## src/rtl/asram_pkg.sv

```systemverilog
package asram_pkg;
  typedef enum logic [1:0] {PH_IDLE, PH_READ, PH_WRITE} phase_t;

  localparam int unsigned LANES = 2;

  // Whole clock cycles covering a window of ns nanoseconds, never below one.
  function automatic int unsigned span_cycles(input int unsigned ns, input int unsigned clk_ns);
    int unsigned c;
    c = (ns + clk_ns - 1) / clk_ns;
    if (c < 1) c = 1;
    return c;
  endfunction

  function automatic int unsigned umax(input int unsigned a, input int unsigned b);
    return (a > b) ? a : b;
  endfunction
endpackage

```

## src/rtl/asram_timer.sv

```systemverilog
module asram_timer #(
  parameter int W = 4
) (
  input  logic         clk,
  input  logic         rst_n,
  input  logic         load,
  input  logic [W-1:0] load_val,
  output logic         zero
);
  logic [W-1:0] cnt_q;

  always_ff @(posedge clk or negedge rst_n) begin
    if (!rst_n)           cnt_q <= '0;
    else if (load)        cnt_q <= load_val;
    else if (cnt_q != '0) cnt_q <= cnt_q - 1'b1;
  end

  assign zero = (cnt_q == '0);
endmodule

```

## src/rtl/asram_seq.sv

```systemverilog
module asram_seq import asram_pkg::*; #(
  parameter int W = 4,
  parameter logic [W-1:0] RD_LAST = '0,
  parameter logic [W-1:0] WR_LAST = '0
) (
  input  logic         clk,
  input  logic         rst_n,
  input  logic         req_valid,
  input  logic         req_write,
  input  logic         ph_zero,
  input  logic         ta_zero,
  output phase_t       phase_q,
  output phase_t       phase_nxt,
  output logic         start,
  output logic         rd_done,
  output logic [W-1:0] ph_val,
  output logic         ack
);
  logic wr_done;
  logic ack_q;

  always_comb begin
    phase_nxt = phase_q;
    start     = 1'b0;
    rd_done   = 1'b0;
    wr_done   = 1'b0;
    ph_val    = RD_LAST;
    unique case (phase_q)
      PH_IDLE: begin
        // A write must also wait for the bus turnaround after a read.
        if (req_valid && !ack_q && (!req_write || ta_zero)) begin
          start     = 1'b1;
          phase_nxt = req_write ? PH_WRITE : PH_READ;
          ph_val    = req_write ? WR_LAST : RD_LAST;
        end
      end
      PH_READ: if (ph_zero) begin
        rd_done   = 1'b1;
        phase_nxt = PH_IDLE;
      end
      PH_WRITE: if (ph_zero) begin
        wr_done   = 1'b1;
        phase_nxt = PH_IDLE;
      end
      default: phase_nxt = PH_IDLE;
    endcase
  end

  always_ff @(posedge clk or negedge rst_n) begin
    if (!rst_n) begin
      phase_q <= PH_IDLE;
      ack_q   <= 1'b0;
    end else begin
      phase_q <= phase_nxt;
      ack_q   <= rd_done | wr_done;
    end
  end

  assign ack = ack_q;

  assert_ack_in_idle_R7: assert property (@(posedge clk) disable iff (!rst_n)
    ack_q |-> (phase_q == PH_IDLE));
  assert_ack_single_R7: assert property (@(posedge clk) disable iff (!rst_n)
    ack_q |=> !ack_q);
endmodule

```

## src/rtl/asram_lanes.sv

```systemverilog
module asram_lanes import asram_pkg::*; #(
  parameter int AW = 20,
  parameter int DW = 16
) (
  input  logic             clk,
  input  logic             rst_n,
  input  logic             start,
  input  phase_t           phase_nxt,
  input  logic             rd_done,
  input  logic [AW-1:0]    req_addr,
  input  logic [DW-1:0]    req_wdata,
  input  logic [LANES-1:0] req_mask,
  input  logic [DW-1:0]    dq_in,
  output logic [AW-1:0]    mem_addr,
  output logic             en_n,
  output logic             en,
  output logic             oe_n,
  output logic             we_n,
  output logic [LANES-1:0] lane_n,
  output logic [DW-1:0]    dq_out,
  output logic             dq_oe,
  output logic [DW-1:0]    rd_data
);
  localparam int BW = DW / LANES;

  logic [LANES-1:0] mask_q;
  logic [LANES-1:0] mask_use;
  logic             active;

  assign mask_use = start ? req_mask : mask_q;
  assign active   = (phase_nxt != PH_IDLE);

  // Every pin is a flop loaded from the next phase, so the pins change
  // on the same edge as the sequencer state and never glitch.
  always_ff @(posedge clk or negedge rst_n) begin
    if (!rst_n) begin
      mask_q   <= '0;
      mem_addr <= '0;
      dq_out   <= '0;
      en_n     <= 1'b1;
      en       <= 1'b0;
      oe_n     <= 1'b1;
      we_n     <= 1'b1;
      dq_oe    <= 1'b0;
      lane_n   <= '1;
    end else begin
      if (start) begin
        mask_q   <= req_mask;
        mem_addr <= req_addr;
        dq_out   <= req_wdata;
      end
      en_n   <= !active;
      en     <= active;
      oe_n   <= !(phase_nxt == PH_READ);
      we_n   <= !(phase_nxt == PH_WRITE);
      dq_oe  <= (phase_nxt == PH_WRITE);
      lane_n <= ~(mask_use & {LANES{active}});
    end
  end

  for (genvar i = 0; i < LANES; i++) begin : g_lane
    always_ff @(posedge clk or negedge rst_n) begin
      if (!rst_n)       rd_data[i*BW +: BW] <= '0;
      else if (rd_done) rd_data[i*BW +: BW] <= mask_q[i] ? dq_in[i*BW +: BW] : '0;
    end
  end

  assert_drive_in_write_R5: assert property (@(posedge clk) disable iff (!rst_n)
    dq_oe |-> (!we_n && !en_n && en && oe_n));
endmodule

```

## src/rtl/asram_ctrl.sv

```systemverilog
module asram_ctrl import asram_pkg::*; #(
  parameter int          AW     = 20,
  parameter int          DW     = 16,
  parameter int unsigned CLK_NS = 8,
  parameter int unsigned RC_NS  = 55,
  parameter int unsigned AA_NS  = 55,
  parameter int unsigned OA_NS  = 30,
  parameter int unsigned WC_NS  = 55,
  parameter int unsigned WP_NS  = 40,
  parameter int unsigned CW_NS  = 45,
  parameter int unsigned DS_NS  = 25,
  parameter int unsigned HZ_NS  = 25
) (
  input  logic          clk,
  input  logic          rst_n,
  input  logic          req_valid,
  input  logic          req_write,
  input  logic [AW-1:0] req_addr,
  input  logic [DW-1:0] req_wdata,
  input  logic [1:0]    req_mask,
  output logic          req_ack,
  output logic [DW-1:0] rd_data,
  output logic [AW-1:0] mem_addr,
  output logic          mem_en_n,
  output logic          mem_en,
  output logic          mem_oe_n,
  output logic          mem_we_n,
  output logic          mem_lo_n,
  output logic          mem_hi_n,
  output logic [DW-1:0] mem_dq_out,
  output logic          mem_dq_oe,
  input  logic [DW-1:0] mem_dq_in
);
  localparam int unsigned RD_CYC = umax(span_cycles(RC_NS, CLK_NS),
                                   umax(span_cycles(AA_NS, CLK_NS), span_cycles(OA_NS, CLK_NS)));
  localparam int unsigned WR_CYC = umax(umax(span_cycles(WC_NS, CLK_NS), span_cycles(WP_NS, CLK_NS)),
                                   umax(span_cycles(CW_NS, CLK_NS), span_cycles(DS_NS, CLK_NS)));
  localparam int unsigned TA_CYC = span_cycles(HZ_NS, CLK_NS);
  localparam int unsigned MAX_CYC = umax(RD_CYC, umax(WR_CYC, TA_CYC));
  localparam int CW = $clog2(MAX_CYC + 1);
  localparam logic [CW-1:0] RD_LAST = CW'(RD_CYC - 1);
  localparam logic [CW-1:0] WR_LAST = CW'(WR_CYC - 1);
  localparam logic [CW-1:0] TA_LAST = CW'(TA_CYC - 1);

  phase_t          phase_q, phase_nxt;
  logic            start, rd_done, ph_zero, ta_zero;
  logic [CW-1:0]   ph_val;
  logic [LANES-1:0] lane_n;

  asram_seq #(.W(CW), .RD_LAST(RD_LAST), .WR_LAST(WR_LAST)) u_seq (
    .clk(clk), .rst_n(rst_n), .req_valid(req_valid), .req_write(req_write),
    .ph_zero(ph_zero), .ta_zero(ta_zero), .phase_q(phase_q), .phase_nxt(phase_nxt),
    .start(start), .rd_done(rd_done), .ph_val(ph_val), .ack(req_ack));

  asram_timer #(.W(CW)) u_phase_tmr (
    .clk(clk), .rst_n(rst_n), .load(start), .load_val(ph_val), .zero(ph_zero));

  asram_timer #(.W(CW)) u_turn_tmr (
    .clk(clk), .rst_n(rst_n), .load(rd_done), .load_val(TA_LAST), .zero(ta_zero));

  asram_lanes #(.AW(AW), .DW(DW)) u_lanes (
    .clk(clk), .rst_n(rst_n), .start(start), .phase_nxt(phase_nxt), .rd_done(rd_done),
    .req_addr(req_addr), .req_wdata(req_wdata), .req_mask(req_mask), .dq_in(mem_dq_in),
    .mem_addr(mem_addr), .en_n(mem_en_n), .en(mem_en), .oe_n(mem_oe_n), .we_n(mem_we_n),
    .lane_n(lane_n), .dq_out(mem_dq_out), .dq_oe(mem_dq_oe), .rd_data(rd_data));

  assign mem_lo_n = lane_n[0];
  assign mem_hi_n = lane_n[1];

  // Pin-level window counters that feed the assertions below.
  logic [CW:0] rd_run, wr_run, hz_cnt;
  logic        sel;
  assign sel = !mem_en_n && mem_en;

  always_ff @(posedge clk or negedge rst_n) begin
    if (!rst_n) begin
      rd_run <= '0;
      wr_run <= '0;
      hz_cnt <= (CW+1)'(TA_CYC);
    end else begin
      rd_run <= !mem_oe_n ? rd_run + 1'b1 : '0;
      wr_run <= !mem_we_n ? wr_run + 1'b1 : '0;
      if (!mem_oe_n)                     hz_cnt <= '0;
      else if (hz_cnt < (CW+1)'(TA_CYC)) hz_cnt <= hz_cnt + 1'b1;
    end
  end

  assert_read_window_R2: assert property (@(posedge clk) disable iff (!rst_n)
    $rose(mem_oe_n) |-> (rd_run == (CW+1)'(RD_CYC)));
  assert_write_window_R4: assert property (@(posedge clk) disable iff (!rst_n)
    $rose(mem_we_n) |-> (wr_run == (CW+1)'(WR_CYC)));
  assert_no_read_in_write_R4: assert property (@(posedge clk) disable iff (!rst_n)
    !mem_we_n |-> mem_oe_n);
  assert_turnaround_R6: assert property (@(posedge clk) disable iff (!rst_n)
    $rose(mem_dq_oe) |-> (hz_cnt >= (CW+1)'(TA_CYC)));
  assert_pins_steady_R8: assert property (@(posedge clk) disable iff (!rst_n)
    (sel && $past(sel)) |-> ($stable(mem_addr) && $stable(lane_n)));
endmodule

```

## config.mk

```make
export PLATFORM = sky130hd
export DESIGN_NAME = asram_ctrl
export DESIGN_NICKNAME = d
export VERILOG_FILES = /design/src/rtl/asram_pkg.sv /design/src/rtl/asram_timer.sv /design/src/rtl/asram_seq.sv /design/src/rtl/asram_lanes.sv /design/src/rtl/asram_ctrl.sv
export SDC_FILE = /design/constraint.sdc
export NUM_CORES = 1
export LEC_CHECK = 0
export ABC_AREA = 1
export BUFFER_PORTS_ARGS = -buffer_cell sky130_fd_sc_hd__buf_2
export CORE_MARGIN = 2
export CORE_UTILIZATION = 43
export CTS_CLUSTER_DIAMETER = 40
export DETAILED_ROUTE_END_ITERATION = 8
export PLACE_DENSITY_LB_ADDON = 0.25
export REMOVE_ABC_BUFFERS = 1
export SETUP_SLACK_MARGIN = 0.1
export SYNTH_ARGS = -nofsm -noshare
export SYNTH_HDL_FRONTEND = slang
export SYNTH_SLANG_ARGS = --single-unit
export TNS_END_PERCENT = 20
```

## constraint.sdc

```tcl
create_clock -name clk -period 1.3 [get_ports clk]
set_input_delay 0.26 -clock clk [delete_from_list [all_inputs] [get_ports clk]]
set_output_delay 0.26 -clock clk [all_outputs]
set_load 0.01 [all_outputs]
```

# Yosys cells after proc, flatten, opt, wreduce, memory -nomap -nowiden
# Cells that the tools add are included.
[totals]
output_inout_bits = 60
regBits = 70
inputBits = 58
[classes]
mux = 16
bitwise_logic = 3
n_eq_ne = 4
n_reduce_logical = 17
add_sub_neg = 2
[op_table]
columns = ["cell", "count"]
rows = [
  ["2-to-1 mux 8 bit", 2],
  ["2-to-1 mux 3 bit", 4],
  ["2-to-1 mux 2 bit", 4],
  ["logical NOT 3 bit", 2],
  ["nonzero test 2 bit", 3],
  ["nonzero test 3 bit", 2],
  ["subtractor 3 x 1 -> 3 bit (second input constant)", 2],
  ["logical NOT 1 bit", 5],
  ["2-to-1 mux 1 bit", 5],
  ["equality test 2 x 1 -> 1 bit (second input constant)", 2],
  ["equality test 2 bit (second input constant)", 2],
  ["case mux 2 bit (2 select lines)", 1],
  ["AND 2 bit", 1],
  ["logical AND 1 bit", 2],
  ["logical NOT 2 bit", 1],
  ["inverter 2 bit", 1],
  ["OR reduction 2 bit", 1],
  ["logical OR 1 bit", 1],
  ["bitwise OR 1 bit", 1],
]

# Longest topological paths before layout
# Gate-level depths: netlist of run 1.
[depth]
word_depth = 8
mapped_depth = 13
ltp_nobuf = 13

# Cells and area by module
# A second synthesis of run 1 with hierarchy kept.
[unflattened]
cells_unflattened = 348
area_unflattened_um2 = 2974.1
[by_module_without_submodules]
columns = ["mod", "cells_each", "instances", "area_per_inst_um2", "seq_area_each_um2"]
rows = [
  ["asram_lanes", 246, 1, 2296.0, 1532.7],
  ["asram_timer", 32, 2, 207.7, 75.1],
  ["asram_seq", 36, 1, 255.2, 75.1],
  ["asram_ctrl", 2, 1, 7.5, 0.0],
]

# Least setup slack after synthesis of run 1
# No wires, ideal clock.
[synth_path]
kind = "reg2reg"
from = "register u_turn_tmr.cnt_q[0]"
to = "register u_lanes.dq_out[0]"
arrival_time_ns = 1.372
t_required_ns = 1.184
path_buffers = 2
slack_ns = -0.189
path_stages_with_launch = 12
cell_sequence = "dfrtp_1 inv_1 ha_1 ha_1 inv_2 nand2_4 nand3_4 inv_2 buf_6 buf_6 nand2_1 nand2_1"
[synth_via]
elab_chain_len = 5
[synth_rtl]
columns = ["item", "line_no", "source"]
rows = [
  ["start: declaration", "asram_timer.sv:10", "logic [W-1:0] cnt_q;"],
  ["start signal: assignment", "asram_timer.sv:14", "else if (load) cnt_q <= load_val;"],
  ["start signal: assignment", "asram_timer.sv:15", "else if (cnt_q != '0) cnt_q <= cnt_q - 1'b1;"],
  ["logical NOT 3 bit", "asram_timer.sv:18", "assign zero = (cnt_q == '0);"],
  ["logical OR 1 bit", "asram_seq.sv:31", "if (req_valid && !ack_q && (!req_write || ta_zero)) begin"],
  ["logical AND 1 bit", "asram_seq.sv:31", ""],
  ["2-to-1 mux 1 bit", "asram_seq.sv:31", ""],
  ["2-to-1 mux 1 bit", "asram_seq.sv:28", "unique case (phase_q)"],
  ["end signal: assignment", "asram_lanes.sv:50", "dq_out <= req_wdata;"],
  ["end: declaration", "asram_lanes.sv:20", "output logic [DW-1:0] dq_out,"],
]
# Every way passes these cells.
# A chain may end at the register's enable or synchronous reset.

# Worst setup path in the final report of run 1
[layout_path]
from = "register u_turn_tmr.cnt_q[0]"
to = "register u_lanes.lane_n[1]"
[layout_via]
elab_chain_len = 8
word_cells_on_any_way = 11
[layout_rtl]
columns = ["item", "line_no", "source"]
rows = [
  ["logical NOT 3 bit", "asram_timer.sv:18", ""],
  ["logical OR 1 bit", "asram_seq.sv:31", ""],
  ["logical AND 1 bit", "asram_seq.sv:31", ""],
  ["2-to-1 mux 2 bit", "asram_seq.sv:31", ""],
  ["case mux 2 bit (2 select lines)", "asram_seq.sv:28", ""],
  ["nonzero test 2 bit", "asram_lanes.sv:31", "assign active = (phase_nxt != PH_IDLE);"],
  ["net u_lanes.active", "asram_lanes.sv:28", "logic active;"],
  ["AND 2 bit", "asram_lanes.sv:57", "lane_n <= ~(mask_use & {LANES{active}});"],
  ["inverter 2 bit", "asram_lanes.sv:57", ""],
  ["end signal: assignment", "asram_lanes.sv:57", ""],
  ["end: declaration", "asram_lanes.sv:19", "output logic [LANES-1:0] lane_n,"],
]
# The timed path passes the listed nets, and every way through them passes these cells.

==> results of run 1 <==
## cell families after synthesis
family / Yosys count / synth area share
compound gates: 20 / 0.0361
simple gates: 181 / 0.254
flops: 70 / 0.618
xor+xnor: 2 / 0.00616
buf+inv: 32 / 0.0502
fa+ha+maj: 8 / 0.0352
## cell type report
| type | count | area (µm²) | share of cell area |
|---|---|---|---|
| Clock buffer | 13 | 169 | 0.0414 |
| Clock inverter | 3 | 17.5 | 0.00430 |
| Inverter | 19 | 81.3 | 0.0200 |
| Multi-Input combinational cell | 211 | 1030 | 0.253 |
| Sequential cell | 70 | 1760 | 0.431 |
| Tap cell | 77 | 96.3 | 0.0236 |
| Timing Repair Buffer | 143 | 925 | 0.227 |
## power groups by stage
stage	Combinational [W]	Sequential, W	Clock [W]
after global routing	0.00494	0.00399	0.00177
after global placement	0.00364	0.00384	0
after floorplan	0.00158	0.00425	0
after detailed placement	0.00378	0.00383	0
final	0.00438	0.00385	0.00162
after CTS	0.00416	0.00385	0.00167
## worst max-delay path: cells and delay by family (launching register included)
family                   cells  cell delay [ps]
adder cells (fa/ha/maj)      2              330
AND/OR/NAND/NOR              9              610
buffers and inverters        2              120
flip-flops                   1              370
## state kept, by name, summed over array words and instances (netlist names)
name               count
u_lanes.lane_n         2
u_lanes.dq_out        16
u_lanes.rd_data       16
u_seq.phase_q          2
u_lanes.en_n           1
u_lanes.dq_oe          1
u_seq.ack              1
u_phase_tmr.cnt_q      3
u_lanes.we_n           1
u_lanes.mem_addr      20
u_lanes.mask_q         2
u_lanes.oe_n           1
u_lanes.en             1
u_turn_tmr.cnt_q       3
## worst paths after layout
| check | startpoint | endpoint | slack, ps | cells past startpoint |
|---|---|---|---|---|
| worst max-delay path | u_turn_tmr.cnt_q[0]$_DFFE_PN0P_ | u_lanes.lane_n[1]$_DFF_PN1_ | -200 | 13 |
| worst min register to register | u_lanes.mem_addr[1]$_DFFE_PN0P_ | u_lanes.mem_addr[1]$_DFFE_PN0P_ | 480 | 2 |
| min in group asynchronous | rst_n | u_lanes.dq_out[5]$_DFFE_PN0P_ | 470 | 3 |
| max in group asynchronous | rst_n | u_lanes.lane_n[0]$_DFF_PN1_ | 500 | 3 |
| worst max register to register | u_turn_tmr.cnt_q[0]$_DFFE_PN0P_ | u_lanes.lane_n[1]$_DFF_PN1_ | -200 | 13 |
| worst min-delay path | req_addr[11] | u_lanes.mem_addr[11]$_DFFE_PN0P_ | 120 | 3 |
## cells in the final DEF, fill, tap and decap left out, drive strengths merged
cell,instances
inv,19
clkinvlp,1
dlygate4sd3,1
o21ai,19
ha,8
buf,141
nand3,4
o211ai,1
xnor2,1
nor2,5
clkbuf,14
nand2,172
dfrtp,65
dfstp,5
clkinv,2
xor2,1
## per-layer routing
metal | global-route usage | share of wire | up-vias
met4 | 0.0866 | 0.016 | 0
met5 | 0 | 0 | -
li1 | - | - | 1232
met1 | 0.256 | 0.47 | 1069
met3 | 0.0506 | 0.082 | 7
met2 | 0.279 | 0.43 | 98
## timing repair
item	CTS	global route
gates resized for setup	32	23
endpoints found under the hold margin	65	0
pin swaps	8	11
gates cloned	1	1
hold buffers	1	0
endpoints found under the setup margin	74	75
buffers inserted	3	2
## metrics by stage
step | setup slack [ps] | TNS (ps)
5_1_grt | -302 | -12830
4_1_cts | -155 | -5280
2_1_floorplan | -579 | -22580
6_report | -197 | -6300
3_3_place_gp | -213 | -7900
3_5_place_dp | -280 | -10510
==> metrics.md, run 1 <==
| Metric | Value |
|---|---|
| Fin. max-slew vios | 0 |
| Drt first pass iters | 4 |
| Clock Sinks | 70 |
| Global-route usage over all layers | 0.187 |
| IO Port Bufs | 117 |
| Syn avg cell area | 9.08 µm² |
| Inst Count DP | 512 |
| Achievable Freq | 0.668 GHz |
| Unrepaired setup endpoints after global routing | true |
| Worst-margin pin slew | 373 ps |
| Fin cells | 536 |
| Crit path max fanout | 4 |
| TritonCTS clock tree | done |
| Avg WL per Cell | 12.0 µm |
| Routability Congestion | 0.805 |
| Mapped Area | 2840 µm² |
| VDD IR max | 0.00123 V |
| Critical path cell sequence | inv_2 > ha_4 > ha_4 > inv_4 > nand2_4 > nand2_2 > nand2_1 > nand2_1 > nand2_1 > nand2_2 > nand2_4 > nand2_4 > nand2_2 |
| Hpwl dp | 4.27 mm |
| Post-layout util | 0.638 |
| Pwr Density | 2420 nW/µm² |
| Area Overhead vs Synth | 43.4% |
| Post-synth top area cell | dfrtp_1 |
| Initial antenna violation count | 0 |
| Number of max-cap violations | 0 |
| Largest net degree at the start of global routing | 71 |
| Tcrit/Tclk final | 1.15 |
| Int Pwr | 0.00615 W |
| Max stage delay cell, worst path | dfrtp_1 |
| YS warnings | 0 |
| Antenna cells | 0 |
| Main synth FF type | dfrtp_1 |
| Clock skew | 8.50 ps |
| Synthesis-stage register bit count | 70 |
| Clk pin slew, worst setup/hold paths | 70 ps |
| Setup Crit Path Kind | register to register |
| FFs w/ async S/R, synth | 1.00 |
| Die Span Y | 85.3 µm |
| Final hold vios | 0 |
| Post-Syn Instances | 313 |
| Switching share of power | 0.376 |
| Fin crit period | 1500 ps |
| Worst-Skew Late Latency | 330 ps |
| Antenna Nets Post-Route | 0 |
| Share of cells above drive strength 1 | 0.423 |
| Placed Area | 3630 µm² |
| Vias | 2,406 |
| Design area | 4080 µm² |
| Crit path required time | 1560 ps |
| Combinational power share | 0.445 |
| Die ar. | 7280 µm² |
| Max_slew headroom | 0.752 |
| TritonCTS buffer count | 9 |
| Drt via density | 4.49 |
| Layout net count | 520 |
| CORE AREA | 6390 µm² |
| # IOs | 118 |
| Failing checks | negative setup slack |
| CTS root buf | clkbuf_8 |
| Crit. End Element | register |
| First-pass GRT wire length | 10.7 mm |
| Synth top area cells | dfrtp_1 57%, nand2_1 22%, dfstp_2 4.6% |
| Synth cell types | 20 |
| Clock buffer depth | 2 |
| Static Leakage | 2.29 nW |
| Crit path arrival time | 1760 ps |
| Tot Pwr | 0.00985 W |
| Sw power | 0.00370 W |
| 1st-iter DRT viols | 62 |
| Die width | 85.3 µm |
| Clock power frac | 0.165 |
| Yosys top cell area share | 0.572 |
| Initial core utilization | 0.445 |
| CP max stage delay | 370 ps |
| Most numerous cell in the Yosys netlist | nand2_1 |
| Drt drc | 0 |
| Status | complete, but fails checks |
| Post-synth EDFFs | 0 |
| Most frequent cells after synthesis | 170 x nand2_1, 65 x dfrtp_1, 19 x o21ai_0 |
| Hold WS | 115 ps |
| CTS H-tree lvls | 3 |
| Fillers | 556 |
| Final worst setup slack | -197 ps |
| Startpoint Class | register |
| Total grt overflow | 0 |
| Seq/Total Area, Yosys | 0.618 |
| Number of global-route vias before repair | 2,334 |
| Routed WL | 6.43 mm |
| Final setup vio count | 52 |
| Worst hold path class | input port to register |
| # rows | 29 |
| Reg power frac | 0.391 |
No activity file was read; power rests on OpenSTA's default activity.
==> run 2, diff against run 1 <==
- ABC_AREA: 1 -> not set
- HOLD_SLACK_MARGIN: not set -> 0.03
==> run 2 against run 1 <==
Effect of this change:
- the run still ends with negative setup slack left
- hold slack lost 11 ps
- critical endpoint is now u_lanes.mem_addr[15]$_DFFE_PN0P_
- synthesized area grew 2.0%
- flip-flop and latch count is the same
- largest cell class unchanged
- clock power grew 20%
- highest routed layer unchanged
- register-to-register slack lost 80 ps
==> metrics.md, run 2 <==
| Metric | Value |
|---|---|
| Crit path required time | 1570 ps |
| Synthesis-stage register bit count | 70 |
| Commonest non-fill, non-tap cell in the layout | nand2_1 |
| Worst hold path class | input port to register |
| Worst-margin pin slew | 373 ps |
| Main synth FF type | dfrtp_1 |
| Clock Sinks | 70 |
| Clock power frac | 0.182 |
| FFs w/ async S/R, synth | 1.00 |
| Share of cells above drive strength 1 | 0.453 |
| Die width | 86.1 µm |
| Unrepaired setup endpoints after global routing | true |
| YS warnings | 0 |
| Pwr Density | 2510 nW/µm² |
| IO Port Bufs | 117 |
| CORE AREA | 6420 µm² |
| Switching share of power | 0.366 |
| Most numerous cell in the Yosys netlist | nand2_1 |
| Most frequent cells after synthesis | 153 x nand2_1, 65 x dfrtp_1, 16 x o21ai_0 |
| Largest net degree at the start of global routing | 71 |
| Layout net count | 514 |
| # IOs | 118 |
| 1st-iter DRT viols | 113 |
| Mapped Area | 2900 µm² |
| Routability Congestion | 0.781 |
| Post-synth top area cell | dfrtp_1 |
| Largest register FFs | 20 |
| Startpoint Class | register |
| Post-layout util | 0.663 |
| Hpwl dp | 4.37 mm |
| Number of max-cap violations | 0 |
| First-pass GRT wire length | 10.8 mm |
| TritonCTS buffer count | 9 |
| Reg power frac | 0.360 |
| Die Span Y | 86.1 µm |
| Final setup vio count | 50 |
| VDD IR max | 0.00120 V |
| Clk pin slew, worst setup/hold paths | 80 ps |
| Seq/Total Area, Yosys | 0.606 |
| Worst-Skew Late Latency | 340 ps |
| Fin crit period | 1580 ps |
| Area Overhead vs Synth | 46.8% |
| Int Pwr | 0.00676 W |
| TritonCTS clock tree | done |
| Routed WL | 6.87 mm |
| Initial core utilization | 0.451 |
| Achievable Freq | 0.633 GHz |
| Crit path max fanout | 7 |
| Drt drc | 0 |
| Antenna Nets Post-Route | 0 |
| Avg WL per Cell | 13.0 µm |
| Sw power | 0.00390 W |
| Vias | 2,484 |
| Drt via density | 4.69 |
| Max_slew headroom | 0.751 |
| Fin. max-slew vios | 0 |
| Status | complete, but fails checks |
| CTS root buf | clkbuf_8 |
| Final hold vios | 0 |
| Synth cell types | 35 |
| Clock buffer depth | 2 |
| Global-route usage over all layers | 0.185 |
| Clock skew | 13.2 ps |
| Static Leakage | 2.31 nW |
| Syn avg cell area | 9.44 µm² |
| Hold WS | 104 ps |
| Hold path depth | 3 |
| Top reg by flops | u_lanes.mem_addr |
| # rows | 29 |
| Drt first pass iters | 4 |
| Number of global-route vias before repair | 2,422 |
| Fin Setup TNS | -11,270 ps |
| CTS H-tree lvls | 3 |
| Combinational power share | 0.458 |
| Post-Syn Instances | 307 |
| Yosys top cell area share | 0.561 |
| Crit. End Element | register |
| Worst reg2reg path depth | 8 |
| Synth top area cells | dfrtp_1 56%, nand2_1 20%, dfstp_2 4.5% |
| Largest regs | u_lanes.mem_addr (20), u_lanes.dq_out (16), u_lanes.rd_data (16) |
| Setup Crit Path Kind | register to register |
| Initial antenna violation count | 0 |
| Post-synth EDFFs | 0 |
| Most frequent cells in the layout | 134 x nand2_1, 112 x buf_2, 65 x dfrtp_1 |
| Crit path arrival time | 1850 ps |
| Total grt overflow | 0 |
| Failing checks | negative setup slack |
| Final worst setup slack | -279 ps |
| Die ar. | 7410 µm² |
| Tcrit/Tclk final | 1.21 |
| Antenna cells | 0 |
[run 2: timing repair]
item                                   CTS  global route
pin swaps                                6            12
setup endpoints to repair               74            76
resized for setup                       20            46
hold buffers                             1             0
cloned                                   1             4
endpoints found under the hold margin   65             0
setup buffers                            1             1
[run 2: layout make-up]
type	count	area, µm²
sequential	70	1760
fill	517	2170
inverter	11	41.3
multi-input combinational	212	1170
timing repair buffer	144	967
tap	77	96.3
clock buffer	10	138
clock inverter	6	85.1
[run 2: worst paths after layout]
check	slack (ps)	from	endpoint
max in group asynchronous	500	rst_n	u_lanes.en_n$_DFF_PN1_
worst max-delay path	-280	u_turn_tmr.cnt_q[1]$_DFFE_PN0P_	u_lanes.mem_addr[15]$_DFFE_PN0P_
worst min register to register	470	u_lanes.dq_out[15]$_DFFE_PN0P_	u_lanes.dq_out[15]$_DFFE_PN0P_
min in group asynchronous	480	rst_n	u_lanes.rd_data[7]$_DFFE_PN0P_
worst max register to register	-280	u_turn_tmr.cnt_q[1]$_DFFE_PN0P_	u_lanes.mem_addr[15]$_DFFE_PN0P_
worst min-delay path	100	req_wdata[2]	u_lanes.dq_out[2]$_DFFE_PN0P_
[run 2: kinds of logic after synthesis]
group,synth area share
adder cells (fa/ha/maj),0.0345
buffers and inverters,0.0423
XOR/XNOR,0.00604
flip-flops,0.606
AND/OR/NAND/NOR,0.246
AO/OA/AOI/OAI,0.0647
[run 2: power by group through the flow]
stage	sequential (W)	combinational, W	clock [W]
after floorplan	0.00425	0.00172	0
after global placement	0.00381	0.00392	0
after detailed placement	0.00380	0.00403	0
after CTS	0.00381	0.00432	0.00198
after global routing	0.00396	0.00543	0.00209
final	0.00384	0.00489	0.00194
[run 2: layer usage]
| layer | track usage | up-vias | wire length, µm |
|---|---|---|---|
| met5 | 0 | - | 0 |
| met4 | 0.0606 | 0 | 65 |
| met3 | 0.0645 | 7 | 519 |
| met2 | 0.290 | 97 | 3100 |
| met1 | 0.242 | 1142 | 3180 |
| li1 | - | 1238 | - |
[run 2: stage by stage]
step           power (W)  std cells  area, µm²  worst slack [ps]
6_report          0.0107        530       4260              -279
5_1_grt           0.0115        530       4260              -347
4_1_cts           0.0101        525       4040              -283
3_5_place_dp     0.00783        506       3690              -316
3_3_place_gp     0.00772        506       3690              -266
2_1_floorplan    0.00597        293       2820              -728
[run 2: worst max-delay path: stages (launching register included)]
cell and delay, ps:
dfrtp_1 390, inv_2 70, ha_4 140, ha_4 150
nand2b_4 150, and3_4 320, clkbuf_16 190, nand2_1 60
nand2_1 50
==> run 3, diff against run 2 <==
- BUFFER_PORTS_ARGS: -buffer_cell sky130_fd_sc_hd__buf_2 -> -buffer_cell sky130_fd_sc_hd__buf_4
==> run 3 against run 2 <==
Effect of this change:
- critical path type unchanged
- global-route usage rose by 1.4 points
- critical endpoint is now u_lanes.mem_addr[17]$_DFFE_PN0P_
- clock skew shrank 3.8 ps
- first-iteration DRC count down 14%
- flip-flop and latch count did not move
- wire length is 4.5% higher
- hold slack barely moved
- critical path depth stayed put
- worst setup slack better by 9.0 ps
- the flow still finishes with violations (negative setup slack)
- power is 4.1% higher
==> metrics.md, run 3 (synthesized netlist as in run 2, its figures left out) <==
| Metric | Value |
|---|---|
| Clock power frac | 0.153 |
| Static Leakage | 2.41 nW |
| TritonCTS clock tree | done |
| Final setup vio count | 49 |
| Tcrit/Tclk final | 1.21 |
| Worst hold path class | input port to register |
| Number of max-cap violations | 0 |
| Failing checks | negative setup slack |
| Crit. End Element | register |
| Switching share of power | 0.360 |
| First-pass GRT wire length | 11.4 mm |
| Hpwl dp | 4.69 mm |
| Max_slew headroom | 0.741 |
| Worst R2R End | u_lanes.mem_addr[17]$_DFFE_PN0P_ |
| Commonest non-fill, non-tap cell in the layout | buf_4 |
| Clock skew | 9.40 ps |
| Crit path max fanout | 7 |
| Routed WL | 7.17 mm |
| Die width | 86.1 µm |
| Fin. max-slew vios | 0 |
| Setup Crit Path Kind | register to register |
| Reg power frac | 0.358 |
| Drt first pass iters | 4 |
| Status | complete, but fails checks |
| Hold path depth | 3 |
| Avg WL per Cell | 13.5 µm |
| Die Span Y | 86.1 µm |
| Largest register FFs | 20 |
| Sw power | 0.00400 W |
| TritonCTS buffer count | 9 |
| Drt via density | 4.77 |
| IO Port Bufs | 117 |
| Routability Congestion | 0.732 |
| Int Pwr | 0.00711 W |
| Most frequent cells in the layout | 127 x buf_4, 124 x nand2_1, 65 x dfrtp_1 |
| Largest net degree at the start of global routing | 71 |
| VDD IR max | 0.00126 V |
| Fillers | 490 |
| Clock buffer depth | 2 |
| Fin crit period | 1570 ps |
| Reg2reg setup slack | -270 ps |
| Antenna cells | 0 |
| Initial core utilization | 0.451 |
| Initial antenna violation count | 0 |
| 1st-iter DRT viols | 97 |
| Share of cells above drive strength 1 | 0.473 |
| Unrepaired setup endpoints after global routing | true |
| Layout net count | 516 |
| Area Overhead vs Synth | 57.7% |
| Hold WS | 105 ps |
| CTS H-tree lvls | 3 |
| Top reg by flops | u_lanes.mem_addr |
| Drt drc | 0 |
| Total grt overflow | 0 |
| Worst-Skew Late Latency | 340 ps |
| Vias | 2,539 |
| Largest regs | u_lanes.mem_addr (20), u_lanes.dq_out (16), u_lanes.rd_data (16) |
| Worst reg2reg path depth | 8 |
| Final hold vios | 0 |
| Achievable Freq | 0.637 GHz |
| Combinational power share | 0.489 |
| Global-route usage over all layers | 0.199 |
| CTS root buf | clkbuf_8 |
| Clock Sinks | 70 |
| Final worst setup slack | -270 ps |
| Startpoint Class | register |
| # rows | 29 |
| Crit path arrival time | 1850 ps |
| Launching point of the worst reg2reg path | u_turn_tmr.cnt_q[0]$_DFFE_PN0P_ |
| CORE AREA | 6420 µm² |
| Worst-margin pin slew | 389 ps |
| # IOs | 118 |
| Clk pin slew, worst setup/hold paths | 80 ps |
| Die ar. | 7410 µm² |
| Number of global-route vias before repair | 2,404 |
| Antenna Nets Post-Route | 0 |
| Hold_sp | req_addr[8] |
| Crit path required time | 1580 ps |
| Pwr Density | 2430 nW/µm² |
| Hold worst-path end | u_lanes.mem_addr[8]$_DFFE_PN0P_ |
| Post-layout util | 0.712 |
## run 3: timing repair
| action | in CTS | in global routing |
|---|---|---|
| pin swaps | 18 | 9 |
| gates cloned | 3 | 2 |
| endpoints found under the setup margin | 75 | 75 |
| hold buffers | 1 | 0 |
| gates resized for setup | 59 | 24 |
| buffers inserted | 1 | 2 |
| endpoints found under the hold margin | 65 | 0 |
## run 3: final cells by class
type	count	area (µm²)	share of cell area
Clock buffer	12	145	0.0317
Sequential cell	70	1760	0.384
Multi-Input combinational cell	212	1190	0.261
Clock inverter	4	47.5	0.0104
Tap cell	77	96.3	0.0211
Inverter	11	41.3	0.00903
Timing Repair Buffer	146	1290	0.282
## run 3: routing by layer
layer | vias to the layer above | wire length (µm) | track usage | part of all wire
li1 | 1243 | - | - | -
met1 | 1187 | 3010 | 0.260 | 0.42
met2 | 98 | 3400 | 0.308 | 0.47
met3 | 11 | 651 | 0.0703 | 0.091
met4 | 0 | 112 | 0.0707 | 0.016
met5 | - | 0 | 0 | 0
## run 3: power groups by stage
stage	Clock, W	Combinational [W]	Sequential, W
floorplan	0	0.00172	0.00425
global placement	0	0.00444	0.00386
detailed placement	0	0.00459	0.00386
CTS	0.00174	0.00522	0.00392
global route	0.00185	0.00596	0.00410
finish	0.00170	0.00543	0.00398
## run 3: per-stage QoR
stage | setup TNS [ps] | instance area, µm² | instances | power [W] | setup slack [ps]
3_5_place_dp | -13510 | 3990 | 507 | 0.00845 | -291
5_1_grt | -15460 | 4570 | 532 | 0.0119 | -351
3_3_place_gp | -11060 | 3990 | 507 | 0.00830 | -260
6_report | -11500 | 4570 | 532 | 0.0111 | -270
2_1_floorplan | -38580 | 2820 | 293 | 0.00597 | -728
4_1_cts | -11590 | 4440 | 528 | 0.0109 | -286
## run 3: critical path: stages, from the launching register on
cell       delay, ps
dfrtp_1          380
inv_1             60
ha_2             180
ha_4             150
nand2b_4         140
and3_4           300
clkbuf_16        180
nand2_1           60
nand2_1           50
## run 3: worst max-delay path by stage
stage	depth (start not counted)	slack, ps	to	from
6_report	8	-270	u_lanes.mem_addr[17]$_DFFE_PN0P_	u_turn_tmr.cnt_q[0]$_DFFE_PN0P_
5_1_grt	7	-350	u_lanes.dq_oe$_DFF_PN0_	u_turn_tmr.cnt_q[0]$_DFFE_PN0P_
4_1_cts	8	-290	u_lanes.mem_addr[0]$_DFFE_PN0P_	u_turn_tmr.cnt_q[0]$_DFFE_PN0P_
3_5_place_dp	8	-290	u_lanes.mem_addr[17]$_DFFE_PN0P_	u_turn_tmr.cnt_q[0]$_DFFE_PN0P_
3_3_place_gp	7	-260	u_lanes.dq_oe$_DFF_PN0_	u_turn_tmr.cnt_q[0]$_DFFE_PN0P_
2_1_floorplan	7	-730	u_lanes.mask_q[0]$_DFF_PN0_	u_turn_tmr.cnt_q[0]$_DFFE_PN0P_
